$ cat config.mk
export PLATFORM = sky130hd
export DESIGN_NAME = pwm_chan_timebase
export DESIGN_NICKNAME = d
export VERILOG_FILES = /design/src/rtl/pwm_tbase_pkg.sv /design/src/rtl/pwm_pow2_prescaler.sv /design/src/rtl/pwm_lin_divider.sv /design/src/rtl/pwm_updown_cnt.sv /design/src/rtl/pwm_chan_timebase.sv
export SDC_FILE = /design/constraint.sdc
export NUM_CORES = 1
export LEC_CHECK = 0
export BUFFER_PORTS_ARGS = -buffer_cell sky130_fd_sc_hd__clkbuf_2
export CORE_MARGIN = 2
export CORE_UTILIZATION = 41
export DETAILED_ROUTE_END_ITERATION = 10
export MAX_ROUTING_LAYER = met4
export PLACE_DENSITY = 0.63
export SYNTH_ARGS = -nofsm -noshare
export SYNTH_HDL_FRONTEND = slang
export SYNTH_SLANG_ARGS = --single-unit
$ cat constraint.sdc
create_clock -name clk -period 6.77 [get_ports clk]
set_input_delay 0.677 -clock clk [delete_from_list [all_inputs] [get_ports clk]]
set_output_delay 0.677 -clock clk [all_outputs]
set_load 0.1 [all_outputs]
$ cat src/rtl/pwm_tbase_pkg.sv
package pwm_tbase_pkg;
  localparam int CNT_W = 16;

  typedef enum logic [1:0] {
    SRC_PRE  = 2'b00,
    SRC_DIVA = 2'b01,
    SRC_DIVB = 2'b10,
    SRC_PRE2 = 2'b11
  } src_e;

  // Output level for a counter value against the working duty and period.
  function automatic logic level_at(input logic [CNT_W-1:0] cnt,
                                    input logic [CNT_W-1:0] duty,
                                    input logic [CNT_W-1:0] per);
    return (per != '0) && ((duty >= per) || (cnt < duty));
  endfunction

  // True when cnt+1 reaches per (the top of an up-count).
  function automatic logic reaches_top(input logic [CNT_W-1:0] cnt,
                                       input logic [CNT_W-1:0] per);
    return ({1'b0, cnt} + 1'b1) >= {1'b0, per};
  endfunction

  // Clamp a prescaler step to the largest available tap.
  function automatic int unsigned clamp_step(input int unsigned s,
                                             input int unsigned top);
    return (s > top) ? top : s;
  endfunction
endpackage

$ cat src/rtl/pwm_pow2_prescaler.sv
module pwm_pow2_prescaler #(
  parameter int STEPS = 11,
  parameter int SEL_W = 4,
  localparam int DIV_W = STEPS - 1
) (
  input  logic             clk,
  input  logic             rst_n,
  input  logic [SEL_W-1:0] sel,
  output logic             tick
);
  logic [DIV_W-1:0] free_q;
  logic [STEPS-1:0] taps;
  int unsigned      step;

  always_ff @(posedge clk) begin
    if (!rst_n) free_q <= '0;
    else        free_q <= free_q + 1'b1;
  end

  assign taps[0] = 1'b1;
  for (genvar k = 1; k < STEPS; k++) begin : g_tap
    assign taps[k] = &free_q[k-1:0];
  end

  always_comb begin
    step = pwm_tbase_pkg::clamp_step(int'(sel), STEPS - 1);
    tick = taps[step];
  end

  // above divide-by-1 a tick never repeats on the next cycle
  a_r2_tick_spacing: assert property (@(posedge clk) disable iff (!rst_n)
    (tick && sel != '0) |=> (!tick || sel != $past(sel)));
endmodule

$ cat src/rtl/pwm_lin_divider.sv
module pwm_lin_divider #(
  parameter int DIV_W = 8
) (
  input  logic             clk,
  input  logic             rst_n,
  input  logic [DIV_W-1:0] factor,
  output logic             tick
);
  logic [DIV_W-1:0] cnt_q;
  logic             at_end;

  assign at_end = (factor != '0) && ({1'b0, cnt_q} + 1'b1 >= {1'b0, factor});
  assign tick   = at_end;

  always_ff @(posedge clk) begin
    if (!rst_n)              cnt_q <= '0;
    else if (factor == '0)   cnt_q <= '0;
    else if (at_end)         cnt_q <= '0;
    else                     cnt_q <= cnt_q + 1'b1;
  end

  // a zero factor stops the divider
  a_r3_zero_stops: assert property (@(posedge clk) disable iff (!rst_n)
    (factor == '0) |-> !tick);
endmodule

$ cat src/rtl/pwm_updown_cnt.sv
module pwm_updown_cnt #(
  parameter int CNT_W = pwm_tbase_pkg::CNT_W
) (
  input  logic             clk,
  input  logic             rst_n,
  input  logic             tick,
  input  logic [CNT_W-1:0] per_new,
  input  logic [CNT_W-1:0] duty_new,
  input  logic             center_new,
  output logic             pwm,
  output logic             evt
);
  logic [CNT_W-1:0] cnt_q, per_q, duty_q;
  logic             center_q, down_q, evt_q;
  logic             idle, wrap_now, up_top;

  assign idle     = (per_q == '0);
  assign up_top   = pwm_tbase_pkg::reaches_top(cnt_q, per_q);
  assign wrap_now = center_q ? (down_q && cnt_q <= 1) : up_top;

  always_ff @(posedge clk) begin
    if (!rst_n) begin
      cnt_q    <= '0;
      per_q    <= '0;
      duty_q   <= '0;
      center_q <= 1'b0;
      down_q   <= 1'b0;
      evt_q    <= 1'b0;
    end else begin
      evt_q <= 1'b0;
      if (idle) begin
        per_q    <= per_new;
        duty_q   <= duty_new;
        center_q <= center_new;
        cnt_q    <= '0;
        down_q   <= 1'b0;
      end else if (tick) begin
        if (wrap_now) begin
          cnt_q    <= '0;
          down_q   <= 1'b0;
          evt_q    <= 1'b1;
          per_q    <= per_new;
          duty_q   <= duty_new;
          center_q <= center_new;
        end else if (!center_q) begin
          cnt_q <= cnt_q + 1'b1;
        end else if (!down_q) begin
          if (up_top) begin
            cnt_q  <= per_q;
            down_q <= 1'b1;
          end else begin
            cnt_q <= cnt_q + 1'b1;
          end
        end else begin
          cnt_q <= cnt_q - 1'b1;
        end
      end
    end
  end

  assign pwm = pwm_tbase_pkg::level_at(cnt_q, duty_q, per_q);
  assign evt = evt_q;

  // an event only ever appears with the counter at zero
  a_r10_evt_at_zero: assert property (@(posedge clk) disable iff (!rst_n)
    evt_q |-> (cnt_q == '0));
  // an idle channel stays parked and silent
  a_r9_idle_quiet: assert property (@(posedge clk) disable iff (!rst_n)
    idle |=> (cnt_q == '0 && !evt_q));
  // a running period changes only together with an event
  a_r8_shadow_on_evt: assert property (@(posedge clk) disable iff (!rst_n)
    ($past(per_q) != '0 && per_q != $past(per_q)) |-> evt_q);
  // the counter never passes the working period
  a_r5_cnt_bound: assert property (@(posedge clk) disable iff (!rst_n)
    (!idle) |-> (cnt_q <= per_q));
  // reset leaves the waveform low
  a_r11_reset_low: assert property (@(posedge clk)
    $past(!rst_n) |-> (!pwm && !evt_q));
endmodule

$ cat src/rtl/pwm_chan_timebase.sv
module pwm_chan_timebase #(
  parameter int PER_W     = 32,
  parameter int CNT_W     = pwm_tbase_pkg::CNT_W,
  parameter int PRE_STEPS = 11,
  parameter int PRE_SEL_W = 4,
  parameter int DIV_W     = 8
) (
  input  logic                 clk,
  input  logic                 rst_n,
  input  logic [PER_W-1:0]     period_i,
  input  logic [CNT_W-1:0]     duty_i,
  input  logic                 center_i,
  input  logic [1:0]           src_i,
  input  logic [PRE_SEL_W-1:0] pre_i,
  input  logic [DIV_W-1:0]     div_a_i,
  input  logic [DIV_W-1:0]     div_b_i,
  output logic                 pwm_o,
  output logic                 period_evt_o
);
  import pwm_tbase_pkg::*;
  localparam int NDIV = 2;

  logic              tick_pre, tick_sel;
  logic [NDIV-1:0]   tick_div;
  logic [DIV_W-1:0]  div_fac [NDIV];
  logic [CNT_W-1:0]  per_used;

  assign div_fac[0] = div_a_i;
  assign div_fac[1] = div_b_i;
  assign per_used   = period_i[CNT_W-1:0];

  pwm_pow2_prescaler #(.STEPS(PRE_STEPS), .SEL_W(PRE_SEL_W)) u_pre (
    .clk(clk), .rst_n(rst_n), .sel(pre_i), .tick(tick_pre)
  );

  for (genvar i = 0; i < NDIV; i++) begin : g_div
    pwm_lin_divider #(.DIV_W(DIV_W)) u_div (
      .clk(clk), .rst_n(rst_n), .factor(div_fac[i]), .tick(tick_div[i])
    );
  end

  always_comb begin
    unique case (src_e'(src_i))
      SRC_DIVA: tick_sel = tick_div[0];
      SRC_DIVB: tick_sel = tick_div[1];
      default:  tick_sel = tick_pre;
    endcase
  end

  pwm_updown_cnt #(.CNT_W(CNT_W)) u_cnt (
    .clk(clk), .rst_n(rst_n), .tick(tick_sel),
    .per_new(per_used), .duty_new(duty_i), .center_new(center_i),
    .pwm(pwm_o), .evt(period_evt_o)
  );
endmodule

==> impl_metrics.tcl, run 1 <==
set metrics [dict create \
    p_leak_nw 3.11 \
    fin_util_pct 46.0 \
    die_y_um 125 \
    cp-start-kind "flop" \
    drc 0 \
    cts_sinks 77 \
    placed_cells 941 \
    finalWirelength_um 14000 \
    drt_iter0_drc 258 \
    ys_seq_area_share_pct 25.9 \
    grt_pass1_vias 5043 \
    multi_input_area_mm2 0.00395 \
    clk-insertion-delay-late_ns 0.35 \
    fp.dieW_um 125 \
    grtUsageTotal_pct 19.3 \
    fin_cells 957 \
    netlist_instances 731 \
    core_mm2 0.0144 \
    synth_nets 878 \
    power.switching_mw 1.02 \
    syn_avg_cell_area_um2 8.15 \
    p_sw_share_pct 44.3 \
    diodes 0 \
    viasPerCell 5.48 \
    crit_buf_inv 1 \
    power.share.combinational_pct 52.0 \
    cp_top_family "simple AND/OR/NAND/NOR gates" \
    ios 75 \
    stdcell_area_mm2 0.00660 \
    ys_ff_latch 77 \
    rsz0062_at_grt "no" \
    fin_crit_ns 4.59 \
    synth_area_mm2 0.00596 \
    max-clock-path-buffers 2 \
    firstDrtPassIters 5 \
    slew_viol_final 0 \
    fin_crit_sh_pct 67.7 \
    synth_edf_count 0 \
    fin_tns_setup_ns 0 \
    critical_path_class "reg -> reg" \
    root_buffer "clkbuf_16" \
    synthArstFlopShare_pct 0 \
    via_count 5249 \
    antenna_found_initial 0 \
    antenna_left 0 \
    io_buffers 58 \
    routabilityCongestion 0.926 \
    die-area_mm2 0.0155 \
    synth_cell_types 57 \
    htreeDepth 3 \
    cp_slowest_cell "dfxtp_1" \
    finalSetupViolCount 0 \
    grt_pass1_wl_um 24300 \
    path_cells "and4_1 > nor3b_1 > nand4_1 > xnor2_1 > ha_1 > a21oi_1 > a21oi_1 > nor2_1 > and2_1 > and3_4 > o31a_2 > buf_4 > mux2i_1" \
    yosysWarnings 0 \
    hold_viol_final 0 \
    end_kind "flop" \
    layout-drive-gt1-share_pct 10.9 \
    numCtsBuffers 9 \
    clkTransAtPathRegs_ns 0.06 \
    ys.flop_type "dfxtp_1" \
    hp-class "reg -> reg" \
    fin_hold_ws_ns 0.474 \
    synth_top_area_share_pct 25.9 \
    regArea_mm2 0.00154 \
    vdd_drop_max_mv 0.574 \
    nNetsFinal 915 \
    synth_area_leaders "dfxtp_1 26%, ha_1 16%, nand2_1 6.2%" \
    hold_buffers 0 \
    area_growth_pct 10.9 \
    initial_core_util_pct 41.5 \
    post-synth-top-count-cell "nand2_1" \
    wl_per_cell_um 14.6 \
    rows 44 \
    synthTopCellsByCount "99 x nand2_1, 77 x dfxtp_1, 74 x ha_1, 73 x inv_1, 35 x mux2i_1" \
    place_area_mm2 0.00631 \
    pwr-share-seq_pct 27.3 \
    drv_cap 0 \
    max_slew.worst_pin.slew_ns 0.973 \
    relSlewSlack_pct 34.9 \
    grt_max_degree 80 \
    status "finished, final reports clean" \
    power.density_mw_per_mm2 348 \
    cts_tree "yes" \
    post_cts_resized 0 \
    hpwl_um 10700 \
    fill_cells 1479 \
    clock.fmax_mhz 218 \
    clock_skew_ns 0.00653 \
    timing.critical_path.mode_cell "a21oi_1" \
    worstPathRequired_ns 7.05 \
    cp.arrival_ns 4.86 \
    cp_max_fo 20 \
    max_stage_delay_ns 0.62 \
    postCtsSetupRepairBufs 0 \
    synth_area_leader_cell "dfxtp_1" \
    grt-ovfl-total 0 \
    clkPwrFrac_pct 20.7 \
    p_int_mw 1.28 \
]
per-stage QoR:
step / worst slack [ns] / power [mW]
floorplan: 3.38 / 1.65
global placement: 2.26 / 1.82
detailed placement: 2.23 / 1.83
CTS: 2.21 / 2.31
global route: 1.91 / 2.47
finish: 2.18 / 2.30
logic make-up (layout without fill, tap and decap cells):
| logic type | Yosys count | after routing | share of synthesized area [%] |
|---|---|---|---|
| compound gates | 137 | 137 | 17.1 |
| xor+xnor | 37 | 37 | 5.44 |
| fa+ha+maj | 74 | 74 | 15.5 |
| buf+inv | 109 | 151 | 7.98 |
| flops | 77 | 77 | 25.9 |
| mux | 35 | 35 | 5.88 |
| simple gates | 262 | 262 | 22.2 |
worst min-delay path, stage by stage (launching register included):
cell and delay, ns:
dfxtp_1 0.32, nand2_1 0.06, mux2i_1 0.05
registers in the layout, indices dropped and copies added (netlist names):
register,count
g_div.u_div.cnt_q,16
u_cnt.cnt_q,16
u_cnt.duty_q,16
u_cnt.per_q,16
u_pre.free_q,10
u_cnt.evt,1
u_cnt.down_q,1
u_cnt.center_q,1
layout make-up:
type	count	area share (%)
multi-input cells	545	59.8
clock inverters	6	0.928
inverters	73	4.15
flip-flops and latches	77	23.3
clock buffers	10	3.47
repair buffers	62	4.85
well taps	184	3.49
metal layers:
| metal | vias to the layer above | share of wire (%) | GRT usage (%) |
|---|---|---|---|
| met5 | - | 0 | - |
| met4 | 0 | 2.3 | 6.68 |
| met3 | 28 | 5.3 | 3.26 |
| met2 | 147 | 43 | 28.9 |
| met1 | 2359 | 50 | 26.5 |
| li1 | 2715 | - | - |
worst paths after layout:
check / startpoint / end / slack, ns / cells after the start
worst min register to register: u_cnt.per_q[4] / u_cnt.per_q[4] / 0.47 / 2
worst min-delay path: u_cnt.per_q[4] / u_cnt.per_q[4] / 0.47 / 2
worst max register to register: u_cnt.cnt_q[2] / u_cnt.per_q[8] / 2.18 / 13
worst max-delay path: u_cnt.cnt_q[2] / u_cnt.per_q[8] / 2.18 / 13
cells in the final DEF (no fill, tap or decap), types with 5 or more instances in the layout:
cell       instances
xor2_1            17
o21ai_0           15
nor2_1            25
xnor2_1           20
nand2_1           99
and2_1            12
o2bb2ai_1          9
clkbuf_16          9
inv_1             73
dfxtp_1           77
clkbuf_2          58
nor4_1            24
mux2i_1           35
ha_1              74
and3_1             8
nand4_1           15
nand3_1           31
and4_1             5
nor2b_1           18
a21oi_1           21
o41ai_1            9
o2111ai_1          5
a311oi_1           6
nor3_1            10
a21o_1            15
power by group through the flow:
stage,clock network (mW),registers [mW],logic [mW]
after floorplan,0,0.601,1.05
after global routing,0.505,0.640,1.33
after detailed placement,0,0.636,1.19
after global placement,0,0.634,1.18
final,0.475,0.628,1.19
after CTS,0.487,0.626,1.20
Note: power is estimated with default switching activity, not from simulation.
==> run 2: changes to the inputs <==
--- a/config.mk
+++ b/config.mk
@@ -10,7 +10,7 @@
 export CORE_UTILIZATION = 41
 export DETAILED_ROUTE_END_ITERATION = 10
 export MAX_ROUTING_LAYER = met4
-export PLACE_DENSITY = 0.63
+export PLACE_DENSITY = 0.65
 export SYNTH_ARGS = -nofsm -noshare
 export SYNTH_HDL_FRONTEND = slang
 export SYNTH_SLANG_ARGS = --single-unit
==> constraint.sdc (replaced) <==
create_clock -name clk -period 4.17 [get_ports clk]
set_input_delay 0.417 -clock clk [delete_from_list [all_inputs] [get_ports clk]]
set_output_delay 0.417 -clock clk [all_outputs]
set_load 0.1 [all_outputs]
==> impl_metrics.tcl, run 2 (synthesized netlist as in run 1, its figures left out) <==
set metrics [dict create \
    layout-drive-gt1-share_pct 12.9 \
    final_cell_mix "99 x nand2_1, 77 x dfxtp_1, 74 x ha_1" \
    cts_tree "yes" \
    max_slew.worst_pin.slew_ns 0.844 \
    firstDrtPassIters 6 \
    initial_core_util_pct 41.5 \
    r2r_start "u_cnt.cnt_q[0]" \
    r2r_end "u_cnt.cnt_q[0]" \
    hold_viol_final 0 \
    rows 44 \
    finalWirelength_um 15000 \
    fill_cells 1456 \
    viasPerCell 5.50 \
    clock.fmax_mhz 262 \
    pwr-share-seq_pct 24.7 \
    nNetsFinal 932 \
    root_buffer "clkbuf_16" \
    grt_pass1_vias 5206 \
    antenna_left 0 \
    fin_crit_ns 3.82 \
    p_int_mw 2.28 \
    relSlewSlack_pct 43.5 \
    critical_path_class "reg -> reg" \
    postCtsSetupRepairBufs 0 \
    core_mm2 0.0144 \
    p_sw_share_pct 44.2 \
    reg2reg_slack_ns 0.35 \
    worstPathRequired_ns 4.41 \
    holdPathEnd "u_cnt.duty_q[11]" \
    hold_buffers 0 \
    antenna_found_initial 0 \
    grt-ovfl-total 0 \
    post_cts_resized 0 \
    ios 75 \
    htreeDepth 3 \
    power.density_mw_per_mm2 602 \
    finalSetupViolCount 0 \
    final_common_cell "nand2_1" \
    status "finished, final reports clean" \
    via_count 5354 \
    cts_sinks 77 \
    max-clock-path-buffers 2 \
    fin_tns_setup_ns 0 \
    clkTransAtPathRegs_ns 0.06 \
    fp.dieW_um 125 \
    hp-class "in -> reg" \
    p_leak_nw 3.20 \
    grtUsageTotal_pct 20.7 \
    hpwl_um 11400 \
    pre_cts_slack_ns 0.461 \
    wl_per_cell_um 15.4 \
    min_delay_path_depth 3 \
    slew_viol_final 0 \
    power.switching_mw 1.80 \
    grt_max_degree 79 \
    drt_iter0_drc 450 \
    cp.arrival_ns 4.05 \
    numCtsBuffers 9 \
    grt_pass1_wl_um 25700 \
    fin_crit_sh_pct 91.6 \
    vdd_drop_max_mv 0.527 \
    rsz0062_at_grt "no" \
    die_y_um 125 \
    drc 0 \
    cp-start-kind "flop" \
    end_kind "flop" \
    power.share.combinational_pct 55.0 \
    routabilityCongestion 0.920 \
    final.setup.worst_slack_ns 0.352 \
    diodes 0 \
    clock_skew_ns 0.0104 \
    cp_max_fo 12 \
    clk-insertion-delay-late_ns 0.34 \
    drv_cap 0 \
    clkPwrFrac_pct 20.3 \
    hp-start "duty_i[11]" \
    r2r_cells 14 \
    die-area_mm2 0.0155 \
    area_growth_pct 13.7 \
    io_buffers 58 \
]
==> run 2: cell types whose count changed in the layout (fill, tap and decap cells not counted) <==
cell / delta
buf_12: +1
buf_4: +16
clkbuf_1: -1
clkbuf_8: +3
clkinv_2: -3
clkinvlp_4: +1
==> run 2: area by class of cell <==
class	instances	area [µm²]	share of cell area, %
repair buffers	79	460	6.80
inverters	73	274	4.05
well taps	184	230	3.40
clock inverters	4	53.8	0.794
clock buffers	12	267	3.93
flip-flops and latches	77	1540	22.8
multi-input cells	545	3950	58.3
==> run 2: how the worst max path moves through the flow <==
| stage | from | endpoint | slack [ns] | cells past startpoint |
|---|---|---|---|---|
| 2_1_floorplan | u_cnt.cnt_q[2] | u_cnt.cnt_q[10] | 0.78 | 13 |
| 3_5_place_dp | u_cnt.cnt_q[0] | u_cnt.duty_q[8] | 0.46 | 13 |
| 3_3_place_gp | u_cnt.cnt_q[3] | u_cnt.duty_q[4] | 0.47 | 13 |
| 6_report | u_cnt.cnt_q[0] | u_cnt.cnt_q[0] | 0.35 | 14 |
| 4_1_cts | u_cnt.cnt_q[0] | u_cnt.duty_q[3] | 0.42 | 13 |
| 5_1_grt | u_cnt.cnt_q[0] | u_cnt.cnt_q[7] | 0.05 | 12 |
==> run 2: layer usage <==
metal / GRT usage [%] / vias up / routed length, µm
met5: - / - / 0
li1: - / 2740 / -
met4: 8.39 / 0 / 432
met2: 29.6 / 154 / 6320
met3: 3.01 / 33 / 884
met1: 29.3 / 2427 / 7390
==> run 2: stage by stage <==
| step | util [%] | hold slack, ns | power [mW] | instance area (µm²) | cells |
|---|---|---|---|---|---|
| after floorplan | - | 0.444 | 2.67 | 5960 | 731 |
| after global placement | 44.9 | 0.462 | 3.22 | 6450 | 958 |
| after detailed placement | 44.9 | 0.470 | 3.24 | 6450 | 958 |
| after CTS | 47.1 | 0.285 | 4.08 | 6770 | 974 |
| after global routing | 47.1 | 0.305 | 4.36 | 6770 | 974 |
| final | 47.1 | 0.297 | 4.08 | 6770 | 974 |
==> run 2: power groups by stage <==
stage | combinational [mW] | sequential, mW | clock [mW]
finish | 2.24 | 1.01 | 0.828
floorplan | 1.70 | 0.975 | 0
detailed placement | 2.22 | 1.02 | 0
CTS | 2.23 | 1.00 | 0.849
global placement | 2.21 | 1.01 | 0
global route | 2.46 | 1.02 | 0.878
==> run 2: worst max-delay path, cell delays in order, from the launching register on <==
cell,delay (ns)
dfxtp_1,0.56
and4_1,0.32
nor3b_1,0.48
nand2_1,0.13
xor2_1,0.20
inv_1,0.10
ha_1,0.36
nand4_1,0.11
a21oi_1,0.17
nor2_1,0.09
and2_1,0.21
buf_4,0.20
a21oi_1,0.37
a31oi_1,0.14
o31ai_1,0.25
